### src/rtl/sctx_pkg.sv
package sctx_pkg;

    localparam int unsigned CHAR_W   = 8;
    localparam int unsigned STOP_MAX = 2;

    typedef enum logic [1:0] {
        ST_IDLE = 2'd0,
        ST_ARM  = 2'd1,
        ST_SEND = 2'd2
    } tx_state_e;

endpackage

### src/rtl/sctx_framer.sv
module sctx_framer #(
    parameter int unsigned DATA_W   = sctx_pkg::CHAR_W,
    parameter int unsigned STOP_MAX = sctx_pkg::STOP_MAX,
    localparam int unsigned LEN_W   = $clog2(DATA_W),
    localparam int unsigned FRAME_W = 1 + DATA_W + 1 + 1 + STOP_MAX,
    localparam int unsigned CNT_W   = $clog2(FRAME_W + 1)
) (
    input  logic               stop2,
    input  logic               par_en,
    input  logic               par_even,
    input  logic [LEN_W-1:0]   len,
    input  logic               addr_mode,
    input  logic [DATA_W-1:0]  data,
    input  logic               addr_bit,
    output logic [FRAME_W-1:0] frame,
    output logic [CNT_W-1:0]   nbits
);

    logic [DATA_W-1:0] mask_w;
    logic [DATA_W-1:0] live_w;
    logic              fold_w;
    logic              par_bit_w;
    logic [CNT_W-1:0]  pos_w;

    always_comb begin
        for (int i = 0; i < DATA_W; i++) begin
            mask_w[i] = (CNT_W'(i) <= CNT_W'(len));
        end
        live_w    = data & mask_w;
        fold_w    = (^live_w) ^ (addr_mode & addr_bit);
        par_bit_w = par_even ? fold_w : ~fold_w;

        frame    = '1;
        frame[0] = 1'b0;
        for (int i = 0; i < DATA_W; i++) begin
            if (mask_w[i]) begin
                frame[1 + i] = data[i];
            end
        end
        pos_w = CNT_W'(len) + CNT_W'(2);
        if (addr_mode) begin
            frame[pos_w] = addr_bit;
            pos_w        = pos_w + CNT_W'(1);
        end
        if (par_en) begin
            frame[pos_w] = par_bit_w;
            pos_w        = pos_w + CNT_W'(1);
        end
        nbits = pos_w + CNT_W'(1) + CNT_W'(stop2);
    end

endmodule

### src/rtl/sctx_serializer.sv
module sctx_serializer
    import sctx_pkg::*;
#(
    parameter int unsigned FRAME_W = 13,
    localparam int unsigned CNT_W  = $clog2(FRAME_W + 1)
) (
    input  logic               clk,
    input  logic               rst_n,
    input  logic               start,
    input  logic               bit_tick,
    input  logic [FRAME_W-1:0] frame_in,
    input  logic [CNT_W-1:0]   nbits_in,
    output logic               txd,
    output logic               busy,
    output logic               done
);

    typedef struct packed {
        tx_state_e          st;
        logic [FRAME_W-1:0] sh;
        logic [CNT_W-1:0]   left;
        logic               line;
        logic               done;
    } ser_reg_t;

    ser_reg_t r_d, r_q;

    always_comb begin
        r_d      = r_q;
        r_d.done = 1'b0;
        unique case (r_q.st)
            ST_IDLE: begin
                if (start) begin
                    r_d.sh   = frame_in;
                    r_d.left = nbits_in;
                    r_d.st   = ST_ARM;
                end
            end
            ST_ARM: begin
                if (bit_tick) begin
                    r_d.line = r_q.sh[0];
                    r_d.sh   = {1'b1, r_q.sh[FRAME_W-1:1]};
                    r_d.left = r_q.left - CNT_W'(1);
                    r_d.st   = ST_SEND;
                end
            end
            ST_SEND: begin
                if (bit_tick) begin
                    if (r_q.left == '0) begin
                        r_d.line = 1'b1;
                        r_d.st   = ST_IDLE;
                        r_d.done = 1'b1;
                    end else begin
                        r_d.line = r_q.sh[0];
                        r_d.sh   = {1'b1, r_q.sh[FRAME_W-1:1]};
                        r_d.left = r_q.left - CNT_W'(1);
                    end
                end
            end
            default: begin
                r_d.st   = ST_IDLE;
                r_d.line = 1'b1;
            end
        endcase
    end

    always_ff @(posedge clk or negedge rst_n) begin
        if (!rst_n) begin
            r_q.st   <= ST_IDLE;
            r_q.sh   <= '1;
            r_q.left <= '0;
            r_q.line <= 1'b1;
            r_q.done <= 1'b0;
        end else begin
            r_q <= r_d;
        end
    end

    assign txd  = r_q.line;
    assign busy = (r_q.st != ST_IDLE);
    assign done = r_q.done;

    p_idle_line_high_r1: assert property (@(posedge clk) disable iff (!rst_n)
        (r_q.st == ST_IDLE) |-> r_q.line);

    p_start_bit_low_r2: assert property (@(posedge clk) disable iff (!rst_n)
        (r_q.st == ST_ARM && bit_tick) |=> !txd);

    p_len_bounds_r3: assert property (@(posedge clk) disable iff (!rst_n)
        (r_q.st == ST_IDLE && start) |=>
            (r_q.left >= CNT_W'(3) && r_q.left <= CNT_W'(FRAME_W)));

    p_hold_without_tick_r8: assert property (@(posedge clk) disable iff (!rst_n)
        (busy && !bit_tick) |=> $stable(txd));

    p_busy_strobe_ignored_r9: assert property (@(posedge clk) disable iff (!rst_n)
        (r_q.st == ST_SEND && start && !bit_tick) |=> ($stable(r_q.sh) && $stable(r_q.left)));

    p_done_single_r10: assert property (@(posedge clk) disable iff (!rst_n)
        done |=> !done);

    p_done_closes_frame_r10: assert property (@(posedge clk) disable iff (!rst_n)
        done |-> (!busy && txd && $past(r_q.st == ST_SEND)));

endmodule

### src/rtl/serial_char_tx.sv
module serial_char_tx
    import sctx_pkg::*;
#(
    parameter int unsigned DATA_W   = CHAR_W,
    parameter int unsigned STOP_SEL = STOP_MAX,
    localparam int unsigned LEN_W   = $clog2(DATA_W),
    localparam int unsigned FRAME_W = 1 + DATA_W + 1 + 1 + STOP_SEL,
    localparam int unsigned CNT_W   = $clog2(FRAME_W + 1)
) (
    input  logic              clk,
    input  logic              rst_n,
    input  logic              fmt_stop2,
    input  logic              fmt_par_en,
    input  logic              fmt_par_even,
    input  logic [LEN_W-1:0]  char_len,
    input  logic              fmt_addr_mode,
    input  logic [DATA_W-1:0] tx_data,
    input  logic              tx_addr,
    input  logic              start,
    input  logic              bit_tick,
    output logic              txd,
    output logic              busy,
    output logic              done
);

    logic [FRAME_W-1:0] frame_w;
    logic [CNT_W-1:0]   nbits_w;

    sctx_framer #(
        .DATA_W   (DATA_W),
        .STOP_MAX (STOP_SEL)
    ) u_framer (
        .stop2     (fmt_stop2),
        .par_en    (fmt_par_en),
        .par_even  (fmt_par_even),
        .len       (char_len),
        .addr_mode (fmt_addr_mode),
        .data      (tx_data),
        .addr_bit  (tx_addr),
        .frame     (frame_w),
        .nbits     (nbits_w)
    );

    sctx_serializer #(
        .FRAME_W (FRAME_W)
    ) u_ser (
        .clk      (clk),
        .rst_n    (rst_n),
        .start    (start),
        .bit_tick (bit_tick),
        .frame_in (frame_w),
        .nbits_in (nbits_w),
        .txd      (txd),
        .busy     (busy),
        .done     (done)
    );

endmodule

### config.mk
export PLATFORM = sky130hd
export DESIGN_NAME = serial_char_tx
export DESIGN_NICKNAME = d
export VERILOG_FILES = /design/src/rtl/sctx_pkg.sv /design/src/rtl/sctx_framer.sv /design/src/rtl/sctx_serializer.sv /design/src/rtl/serial_char_tx.sv
export SDC_FILE = /design/constraint.sdc
export NUM_CORES = 1
export LEC_CHECK = 0
export ABC_AREA = 1
export BUFFER_PORTS_ARGS = -buffer_cell sky130_fd_sc_hd__buf_2
export CORE_MARGIN = 5
export CORE_UTILIZATION = 30
export DETAILED_ROUTE_END_ITERATION = 8
export SLEW_MARGIN = 20
export SYNTH_ARGS = -nofsm -noshare
export SYNTH_HDL_FRONTEND = slang
export SYNTH_SLANG_ARGS = --single-unit
### constraint.sdc
create_clock -name clk -period 2.5 [get_ports clk]
set_input_delay 0.125 -clock clk [delete_from_list [all_inputs] [get_ports clk]]
set_output_delay 0.125 -clock clk [all_outputs]
set_load 0.02 [all_outputs]
==> summary.txt, run 1 <==
Outcome
  • Status: finished, final reports clean

Synth
  • Compound-Gate Fraction of Synth Area: 0.166
  • Synth unique cells: 32
  • Post-Synth XOR/XNOR Area: 0.00778
  • Fraction of registers with async set or reset after synthesis: 1.00
  • Top cells by area, synth: dfstp_2 (16%), nand2_1 (14%), ha_1 (11%)
  • Simple-Gate Fraction of Synth Area: 0.346
  • Post-Synthesis Cell Area: 2250 um2
  • #FFs+latches synth: 21
  • Yosys top cell area share: 0.163
  • Seq/Total Area, Yosys: 0.241
  • Synth Instances: 356
  • Synth Warn #: 0
  • Ys flop type: dfstp_2
  • Synth Area in Adders: 0.111
  • Post-synth net total: 396
  • Mean cell area of the mapped netlist: 6.32 um2
  • Mux contribution to synthesized area: 0
  • Area leader, netlist: dfstp_2
  • Largest family of logic cells by synthesized area: simple AND/OR/NAND/NOR gates
  • Post-synth EDFFs: 0

Floorplan
  • Initial Utilization: 0.309
  • Rows: 31
  • Die Footprint: 9340 um2
  • Core area: 7290 um2
  • Die H: 96.6 um
  • Die width: 96.6 um
  • I/O Pins: 23

CTS
  • CTS HTree Levels: 1
  • CTS root buf: clkbuf_8
  • CTS tree: yes
  • Num CTS Buffers: 3
  • Clock Latency Late Sink: 0.27 ns
  • CTS Sinks: 21
  • Clock Path Buffers: 2
  • Clk pin slew, worst setup/hold paths: 0.08 ns

Layout
  • Ant diodes: 0
  • FILL cells: 832
  • Share of layout cells above drive strength 1: 0.185
  • Area Growth Syn to Fin: 11.7%
  • Post-route cell area: 2510 um2
  • Nets@finish: 419
  • Non-filler instance count after layout: 477
  • Final core utilization: 0.345

Power and ir drop
  • Combinational fraction of design power: 0.636
  • Internal: 0.00131 W
  • Register share of total power: 0.273
  • Switching Share: 0.480
  • Worst vdd ir: 0.370 mV
  • Leak Pwr: 1.30 nW
  • Clk network pwr share: 0.091
  • Pwr Density: 1000 nW/um2
  • NetSw: 0.00121 W

Setup path
  • Setup crit end kind: register
  • Crit path max-delay cell type: dfrtp_1
  • Worst setup SP type: register
  • CP cell instances: inv_1 > ha_1 > inv_1 > a21oi_1 > o21bai_1 > inv_1 > nand2_1 > inv_1 > buf_4 > nor2_1 > a21oi_1
  • R2R cell count: 11
  • Worst r2r src: u_ser.r_q[20]
  • CP max stage delay: 0.38 ns
  • Worst path most repeated cell: inv_1
  • Worst EP required: 2.69 ns
  • R2r endpoint: u_ser.r_q[5]
  • Reg2Reg Setup Slack: 0.64 ns
  • Crit path max fanout: 12
  • Kind of critical path: reg2reg
  • CP Data Arrival Time: 2.06 ns
  • CP startpoint: u_ser.r_q[20]

Timing
  • Final TNS setup: 0 ns
  • Peak Freq: 536 MHz
  • Hold slack: 0.158 ns
  • Slew HR: 0.680
  • Setup-failing EPs final: 0
  • Slew Viols, Final: 0
  • Post-Route Skew: 0.00373 ns
  • Final hold vios: 0
  • Period Utilization, post-route: 0.746
  • RSZ-0062 raised after global routing: false
  • Min Tclk post-route: 1.86 ns
  • Measured slew at the worst slew-check pin: 0.480 ns

Detailed routing
  • Vias post-DR: 2177
  • Post-route ant nets: 0
  • DR vias/cell: 4.56
  • WL/cell: 11.2 um
  • Drt pass-1 iters: 4
  • Drc violations: 0
  • Detailed Route Iter0 Violations: 74
  • Final wirelength: 5330 um

GRT
  • Largest net degree at the start of global routing: 22
  • First-pass GRT wire length: 9330 um
  • Gr ovfl total: 0
  • Initial antenna violation count: 0
  • Vias in the first global route: 2069
  • Total track usage: 0.115

Hold path
  • Hold Path Depth: 3
  • Min-Delay Endpoint: u_ser.done
  • Worst hold start: bit_tick
  • Hold/Removal Path Class: in2reg

Place
  • Port bufs: 22
  • Placed Area: 2460 um2
  • Final RePlAce weighted congestion: 0.820
  • Final HPWL from detailed placement: 4270 um
  • Placed cell count: 472

Flow run
  • Max-cap violation count: 0
-- synth_stat cells (all sizes together), types with 2 or more instances --
| cell | n |
|---|---|
| clkbuf | 4 |
| ha | 20 |
| dfrtp | 7 |
| xor2 | 2 |
| o21ai | 17 |
| buf | 6 |
| nand2 | 94 |
| nand3 | 38 |
| dfstp | 14 |
| o22ai | 2 |
| inv | 60 |
| a21oi | 37 |
| nor2 | 38 |
| nand3b | 4 |
| a31oi | 2 |
| nor3 | 3 |
-- timing repair --
item                                   in CTS  in global routing
hold buffers                                1                  0
resized for setup                           0                  0
endpoints found under the hold margin       7                  0
buffers inserted                            0                  0
-- placed cells by master, fill, tap and decap left out --
cell            n
a21boi_0        1
xor2_1          2
o21a_1          1
ha_1           20
inv_2           4
nand2_1        85
or2_2           1
a22oi_1         1
dfrtp_1         7
o21ai_2         1
o21ai_0        15
inv_1          56
dfstp_2        14
a21oi_2         7
buf_2          22
clkinv_2        1
o211ai_1        1
o32a_1          1
o22ai_1         2
clkbuf_8        3
dlygate4sd3_1   1
o21ai_1         1
buf_4           5
nand2_2         9
nand3_1        36
o21bai_1        1
nor3_1          3
nand3b_1        4
nor2_2          1
nand3_2         2
nor2_1         37
a31oi_1         2
nand4_1         1
a21oi_1        30
-- area by class of cell --
cell class | instances | area, um2 | share of cell area
Inverter | 60 | 225 | 0.0896
Sequential cell | 21 | 543 | 0.216
Tap cell | 99 | 124 | 0.0493
Clock inverter | 1 | 5.00 | 0.00199
Multi-Input combinational cell | 265 | 1420 | 0.564
Timing Repair Buffer | 28 | 158 | 0.0627
Clock buffer | 3 | 41.3 | 0.0164
-- worst max-delay path, delay by kind of cell, from the launching register on --
kind	cells	cell delay, ns
buf+inv	5	0.77
flops	1	0.38
compound gates	3	0.35
fa+ha+maj	1	0.18
simple gates	2	0.10
-- power by group through the flow --
stage / Sequential (W) / Clock, W / Combinational (W)
2_1_floorplan: 0.000681 / 0 / 0.00120
3_5_place_dp: 0.000692 / 0 / 0.00161
4_1_cts: 0.000689 / 0.000237 / 0.00161
6_report: 0.000687 / 0.000229 / 0.00160
5_1_grt: 0.000710 / 0.000254 / 0.00182
3_3_place_gp: 0.000689 / 0 / 0.00157
-- metal layers --
layer | global-route usage | up-vias | part of all wire
met5 | 0 | - | 0
met4 | 0.0410 | 0 | 0.022
met3 | 0.0151 | 11 | 0.030
met2 | 0.184 | 41 | 0.43
met1 | 0.159 | 947 | 0.51
li1 | - | 1178 | -
-- flip-flops by register name (all words and copies together), names as in the netlist --
| register | count |
|---|---|
| u_ser.done | 1 |
| u_ser.txd | 1 |
| u_ser.r_q | 19 |
-- how the worst max path moves through the flow --
stage,endpoint,cells after the start
6_report,u_ser.r_q[5],11
5_1_grt,u_ser.r_q[4],11
4_1_cts,u_ser.r_q[5],11
3_5_place_dp,u_ser.r_q[4],13
3_3_place_gp,u_ser.r_q[4],13
2_1_floorplan,u_ser.r_q[4],12
-- metrics by stage --
stage,total power (W),setup WS [ns]
2_1_floorplan,0.00188,0.734
3_3_place_gp,0.00226,0.437
3_5_place_dp,0.00230,0.412
4_1_cts,0.00254,0.621
5_1_grt,0.00278,0.422
6_report,0.00251,0.636
-- logic make-up after synthesis --
family / count (synthesis)
AOI/OAI and AO/OA: 64
and+or+nand+nor: 179
adders and majority gates: 20
DFF: 21
buffers and inverters: 70
xor gates and xnor gates: 2
(Power assumes the default switching activity.)
==> run 2: changes to the inputs <==
==> constraint.sdc (replaced) <==
create_clock -name clk -period 1.6 [get_ports clk]
set_input_delay 0.08 -clock clk [delete_from_list [all_inputs] [get_ports clk]]
set_output_delay 0.08 -clock clk [all_outputs]
set_load 0.02 [all_outputs]
==> summary.txt, run 2 (synthesized netlist as in run 1, its figures left out) <==
Outcome
  • Status: complete, but fails checks
  • Failing checks: setup timing

Place
  • Final HPWL from detailed placement: 4600 um (+7.8%)
  • Final RePlAce weighted congestion: 0.873 (+6.4%)
  • Port bufs: 22 (unchanged)
  • Placed cell count: 512 (+8.5%)

Detailed routing
  • DR vias/cell: 4.61 (+1.0%)
  • Drt pass-1 iters: 4 (unchanged)
  • Vias post-DR: 2397 (+10%)
  • Final wirelength: 5840 um (+9.6%)
  • WL/cell: 11.2 um (+0.51%)
  • Drc violations: 0 (unchanged)
  • Post-route ant nets: 0 (unchanged)
  • Detailed Route Iter0 Violations: 78 (+5.4%)

Timing
  • Post-Route Skew: 0.00265 ns (-0.00108 ns)
  • Slew Viols, Final: 0 (unchanged)
  • RSZ-0062 raised after global routing: true
  • Measured slew at the worst slew-check pin: 0.466 ns (-0.0138 ns)
  • Period Utilization, post-route: 1.02 (+0.275)
  • Final worst setup slack: -0.0323 ns (-0.668 ns)
  • Final TNS setup: -0.179 ns (-0.179 ns)
  • Setup-failing EPs final: 16 (+16)
  • Peak Freq: 613 MHz (+14%)
  • Slew HR: 0.689 (+0.00923)
  • Final hold vios: 0 (unchanged)
  • Min Tclk post-route: 1.63 ns (-0.232 ns)
  • Hold slack: 0.264 ns (+0.105 ns)

Floorplan
  • Die Footprint: 9340 um2 (unchanged)
  • Core area: 7290 um2 (unchanged)
  • Rows: 31 (unchanged)
  • Initial Utilization: 0.309 (unchanged)
  • Die width: 96.6 um (unchanged)
  • Die H: 96.6 um (unchanged)
  • I/O Pins: 23 (unchanged)

CTS
  • Clock Latency Late Sink: 0.26 ns (about the same)
  • CTS HTree Levels: 1 (unchanged)
  • Clock Path Buffers: 2 (unchanged)
  • Clk pin slew, worst setup/hold paths: 0.07 ns (about the same)
  • Num CTS Buffers: 3 (unchanged)
  • CTS Sinks: 21 (unchanged)
  • CTS tree: yes
  • CTS root buf: clkbuf_8

Setup path
  • Worst r2r src: u_ser.r_q[20]
  • Worst setup SP type: register
  • Reg2Reg Setup Slack: -0.03 ns (-0.67 ns)
  • R2r endpoint: u_ser.r_q[4]
  • Crit path max fanout: 5 (-7)
  • R2R cell count: 11 (unchanged)
  • Worst EP required: 1.79 ns (-0.90 ns)
  • Setup crit end kind: register
  • Kind of critical path: reg2reg
  • CP Data Arrival Time: 1.82 ns (-0.24 ns)

GRT
  • First-pass GRT wire length: 9970 um (+6.9%)
  • Gr ovfl total: 0 (unchanged)
  • Largest net degree at the start of global routing: 22 (unchanged)
  • Vias in the first global route: 2286 (+10%)
  • Total track usage: 0.123 (+0.00802)
  • Initial antenna violation count: 0 (unchanged)

Layout
  • Register with the most flip-flops: u_ser.r_q
  • Area Growth Syn to Fin: 36.9%
  • Non-filler instance count after layout: 520 (+9.0%)
  • Most frequent cells in the layout: nand2_1 (82), inv_1 (48), buf_4 (42), nand3_1 (36)
  • Commonest non-fill, non-tap cell in the layout: nand2_1
  • Max FFs per register: 19 (unchanged)
  • Share of layout cells above drive strength 1: 0.378 (+0.192)
  • Nets@finish: 462 (+10%)
  • Ant diodes: 0 (unchanged)

Hold path
  • Hold/Removal Path Class: in2reg
  • Min-Delay Endpoint: u_ser.done
  • Worst hold start: bit_tick
  • Hold Path Depth: 4 (+1)

Power and ir drop
  • Leak Pwr: 1.54 nW (+18%)
  • Worst vdd ir: 0.688 mV (+86%)
  • Pwr Density: 1640 nW/um2 (+64%)

Flow run
  • Max-cap violation count: 0 (unchanged)
==> run 2: final cells by class <==
cell class,count,area (um2)
Timing Repair Buffer,71,529
Fill cell,802,4210
Multi-Input combinational cell,265,1610
Sequential cell,21,543
Tap cell,99,124
Clock buffer,4,45.0
Inverter,60,230
==> run 2: metal layers <==
layer | vias up | global-route usage | part of all wire
met5 | - | 0 | 0
met1 | 1066 | 0.153 | 0.46
met2 | 49 | 0.222 | 0.48
met3 | 13 | 0.0158 | 0.039
met4 | 0 | 0.0346 | 0.021
li1 | 1269 | - | -
==> run 2: worst max path at each step <==
stage                       start  slack, ns            end
detailed placement    char_len[1]      -0.24  u_ser.r_q[10]
finish              u_ser.r_q[20]      -0.03   u_ser.r_q[4]
CTS                 u_ser.r_q[19]      0.009   u_ser.r_q[4]
global placement      char_len[0]      -0.20   u_ser.r_q[6]
floorplan             char_len[0]      -0.05   u_ser.r_q[4]
global route        u_ser.r_q[20]      -0.14   u_ser.r_q[4]
==> run 2: worst max-delay path, cell delays in order, from the launching register on <==
cell and delay, ns:
dfrtp_1 0.43, inv_2 0.11, ha_4 0.14, inv_2 0.04, a21oi_2 0.13, o21bai_1 0.13
inv_1 0.10, nand2_4 0.13, inv_6 0.06, nand2_2 0.06, o211ai_1 0.08, a21oi_1 0.15
==> run 2: power breakdown <==
part	switching [W]	internal (W)
Clock	0.000172	0.000178
Combinational	0.00198	0.00159
Sequential	0.000190	0.000945
Total	0.00235	0.00271
==> run 2: through the flow <==
stage	total power, W	instance area [um2]	util	setup WS [ns]
2_1_floorplan	0.00296	2260	-	-0.0503
3_3_place_gp	0.00381	2780	0.381	-0.199
3_5_place_dp	0.00385	2780	0.381	-0.245
4_1_cts	0.00430	2860	0.392	0.00853
5_1_grt	0.00551	3080	0.422	-0.137
6_report	0.00505	3080	0.422	-0.0323
==> run 2: timing repair <==
action,CTS,global route
endpoints found under the hold margin,7,0
setup endpoints to repair,17,17
pin swaps,3,2
resized for setup,11,53
cloned,0,1
hold buffers,1,0
buffers inserted,0,2
==> run 3: changes to the inputs <==
--- a/config.mk
+++ b/config.mk
@@ -5,8 +5,9 @@
 export SDC_FILE = /design/constraint.sdc
 export NUM_CORES = 1
 export LEC_CHECK = 0
-export ABC_AREA = 1
+export ABC_AREA = 0
 export BUFFER_PORTS_ARGS = -buffer_cell sky130_fd_sc_hd__buf_2
+export CAP_MARGIN = 10
 export CORE_MARGIN = 5
 export CORE_UTILIZATION = 30
 export DETAILED_ROUTE_END_ITERATION = 8
==> summary.txt, run 3 <==
Synth
  • Top cells by count, synth: nand2_1 (47), o21ai_0 (30), ha_1 (20), nor2_1 (20), inv_1 (19)
  • Area leader, netlist: dfstp_2
  • Synth Warn #: 0 (unchanged)
  • Post-synth EDFFs: 0 (unchanged)
  • Ys flop type: dfstp_2
  • Post-synth net total: 324 (-18%)
  • Yosys top cell area share: 0.162 (-0.00189)
  • Mean cell area of the mapped netlist: 8.02 um2 (+27%)
  • Most frequent cell after synthesis: nand2_1
  • Synth unique cells: 60 (+88%)
  • Post-Synthesis Cell Area: 2280 um2 (+1.2%)
  • #FFs+latches synth: 21 (unchanged)
  • Top cells by area, synth: dfstp_2 (16%), ha_1 (11%), nand2_1 (7.7%)
  • Seq/Total Area, Yosys: 0.238 (-0.00278)
  • Synth Instances: 284 (-20%)
  • Fraction of registers with async set or reset after synthesis: 1.00 (unchanged)

Timing
  • Final TNS setup: -2.82 ns (-2.64 ns)
  • Final hold vios: 0 (unchanged)
  • Slew HR: 0.688 (-0.00115)
  • Slew Viols, Final: 0 (unchanged)
  • Post-Route Skew: 0.00525 ns (+0.00259 ns)
  • Period Utilization, post-route: 1.16 (+0.142)
  • Hold slack: 0.234 ns (-0.0297 ns)
  • Peak Freq: 538 MHz (-12%)
  • Final worst setup slack: -0.259 ns (-0.226 ns)
  • Measured slew at the worst slew-check pin: 0.468 ns (+0.00172 ns)
  • Min Tclk post-route: 1.86 ns (+0.226 ns)
  • Setup-failing EPs final: 17 (+1)
  • RSZ-0062 raised after global routing: true

Power and ir drop
  • Leak Pwr: 1.48 nW (-3.5%)
  • Worst vdd ir: 0.565 mV (-18%)
  • Pwr Density: 1480 nW/um2 (-9.8%)

Place
  • Final RePlAce weighted congestion: 0.859 (-1.5%)
  • Placed cell count: 448 (-13%)
  • Final HPWL from detailed placement: 4600 um (+0.11%)
  • Port bufs: 22 (unchanged)
  • Worst slack, placed: -0.668 ns (-0.423 ns)

Flow run
  • Max-cap violation count: 0 (unchanged)

Layout
  • Area Growth Syn to Fin: 53.0%
  • Commonest non-fill, non-tap cell in the layout: buf_4
  • Max FFs per register: 19 (unchanged)
  • Nets@finish: 413 (-11%)
  • Area of the multi-input gates: 1940 um2 (+20%)
  • FF+latch area: 543 um2 (unchanged)
  • Register with the most flip-flops: u_ser.r_q
  • Non-filler instance count after layout: 471 (-9.4%)
  • Most frequent cells in the layout: buf_4 (64), nand2_1 (41), buf_2 (21), o21ai_0 (20), nor2_1 (18)
  • Ant diodes: 0 (unchanged)
  • Final core utilization: 0.475 (+0.0527)
  • Share of layout cells above drive strength 1: 0.497 (+0.120)
  • FILL cells: 698 (-13%)

CTS
  • Clock Latency Late Sink: 0.26 ns (about the same)
  • CTS HTree Levels: 1 (unchanged)
  • Num CTS Buffers: 3 (unchanged)
  • CTS root buf: clkbuf_8
  • Clk pin slew, worst setup/hold paths: 0.08 ns (about the same)
  • Clock Path Buffers: 2 (unchanged)
  • CTS tree: yes
  • CTS Sinks: 21 (unchanged)

Detailed routing
  • Drc violations: 0 (unchanged)
  • DR vias/cell: 4.95 (+7.4%)
  • Final wirelength: 6360 um (+9.0%)
  • Post-route ant nets: 0 (unchanged)
  • Drt pass-1 iters: 4 (unchanged)
  • Vias post-DR: 2332 (-2.7%)
  • Detailed Route Iter0 Violations: 85 (+9.0%)
  • WL/cell: 13.5 um (+20%)

Setup path
  • CP max stage delay: 0.53 ns (+0.10 ns)
  • R2r endpoint: u_ser.r_q[16]
  • Setup crit end kind: register
  • Worst EP required: 1.79 ns (about the same)
  • CP cell instances: buf_8 > clkinvlp_4 > ha_4 > mux2i_2 > and2b_2 > xnor3_1 > xnor3_2 > o31ai_2 > o21ai_1
  • Kind of critical path: in2reg
  • R2R cell count: 10 (-1)
  • Reg2Reg Setup Slack: -0.14 ns (-0.11 ns)
  • Worst r2r src: u_ser.r_q[19]
  • CP Data Arrival Time: 2.04 ns (+0.22 ns)
  • Crit path max-delay cell type: xnor3_2
  • Crit path max fanout: 5 (unchanged)
  • Worst setup SP type: input port
  • Bufs and invs on worst path: 2 (-2)
  • Largest delay share family, worst path: XOR/XNOR gates

GRT
  • Initial antenna violation count: 0 (unchanged)
  • Largest net degree at the start of global routing: 22 (unchanged)
  • Total track usage: 0.133 (+0.00953)
  • First-pass GRT wire length: 10800 um (+8.2%)
  • Vias in the first global route: 2402 (+5.1%)
  • Gr ovfl total: 0 (unchanged)

Hold path
  • Min-Delay Endpoint: u_ser.txd
  • Worst hold start: bit_tick
  • Hold Path Depth: 4 (unchanged)
  • Hold/Removal Path Class: in2reg

Floorplan
  • Core area: 7330 um2 (+0.53%)
  • Initial Utilization: 0.311 (+0.00195)
  • Rows: 31 (unchanged)
  • Die H: 97.1 um (+0.52%)
  • Die width: 97.1 um (+0.52%)
  • I/O Pins: 23 (unchanged)
  • Die Footprint: 9430 um2 (+1.0%)

Outcome
  • Failing checks: setup timing
  • Status: complete, but fails checks
-- run 3: changes by cell type after synthesis, moves of 4 or more --
cell     before  now
inv_2         4    0
o21ai_1       1   10
a21oi_2       7    0
nor2_1       37   20
o31ai_1       0    4
nand2_2       9    1
nand3_1      36    9
o21ai_0      15   30
inv_1        56   19
xnor2_1       0    8
a21oi_1      30    9
nand2_1      85   47
mux2i_1       0   11
-- run 3: cell type report --
type                       count  area share
clock buffer                   3      0.0119
clock inverter                 1     0.00144
inverter                      19      0.0216
multi-input combinational    229       0.556
sequential                    21       0.156
tap                           99      0.0356
timing repair buffer          99       0.218
-- run 3: worst max path at each step --
stage	cells after the start	from	end
detailed placement	9	char_len[1]	u_ser.r_q[7]
global route	9	char_len[1]	u_ser.r_q[17]
CTS	13	char_len[1]	u_ser.r_q[5]
global placement	9	char_len[1]	u_ser.r_q[7]
finish	9	char_len[1]	u_ser.r_q[17]
floorplan	13	char_len[1]	u_ser.r_q[4]
-- run 3: worst reg2reg max path: stages, from the launching register on --
cell	delay, ns
dfrtp_1	0.42
buf_6	0.13
ha_4	0.16
nor2_4	0.11
o22ai_4	0.09
a221oi_4	0.26
buf_6	0.17
buf_6	0.12
nand2_1	0.05
o21ai_0	0.09
o21ai_2	0.07
-- run 3: timing repair --
action | 4_1_cts | 5_1_grt
pin swaps | 15 | 12
setup buffers | 14 | 2
endpoints found under the setup margin | 17 | 20
endpoints found under the hold margin | 7 | 0
cloned | 3 | 0
hold buffers | 1 | 0
resized for setup | 39 | 39
-- run 3: metal layers --
layer  global-route usage  vias up  part of all wire
met2                0.233       37              0.50
met4               0.0464        0             0.019
met3              0.00861       11             0.024
li1                     -     1182                 -
met1                0.172     1102              0.46
met5                    0        -                 0
-- run 3: kinds of logic after synthesis --
kind of cell | count (synthesis) | share of synthesized area
xor gates and xnor gates | 16 | 0.0775
DFF | 21 | 0.238
adders and majority gates | 20 | 0.110
and+or+nand+nor | 96 | 0.190
AOI/OAI and AO/OA | 85 | 0.253
muxes | 11 | 0.0484
buffers and inverters | 35 | 0.0830
-- run 3: stage by stage --
step                      area [um2]  total power [W]
after floorplan                 2400          0.00303
after global placement          2950          0.00382
after detailed placement        2950          0.00390
after CTS                       3300          0.00487
after global routing            3480          0.00562
final                           3480          0.00516
-- run 3: power by group --
group,total [W],internal (W),switching [W]
logic,0.00372,0.00185,0.00187
registers,0.00109,0.000954,0.000138
clock network,0.000347,0.000173,0.000174
total,0.00516,0.00298,0.00218
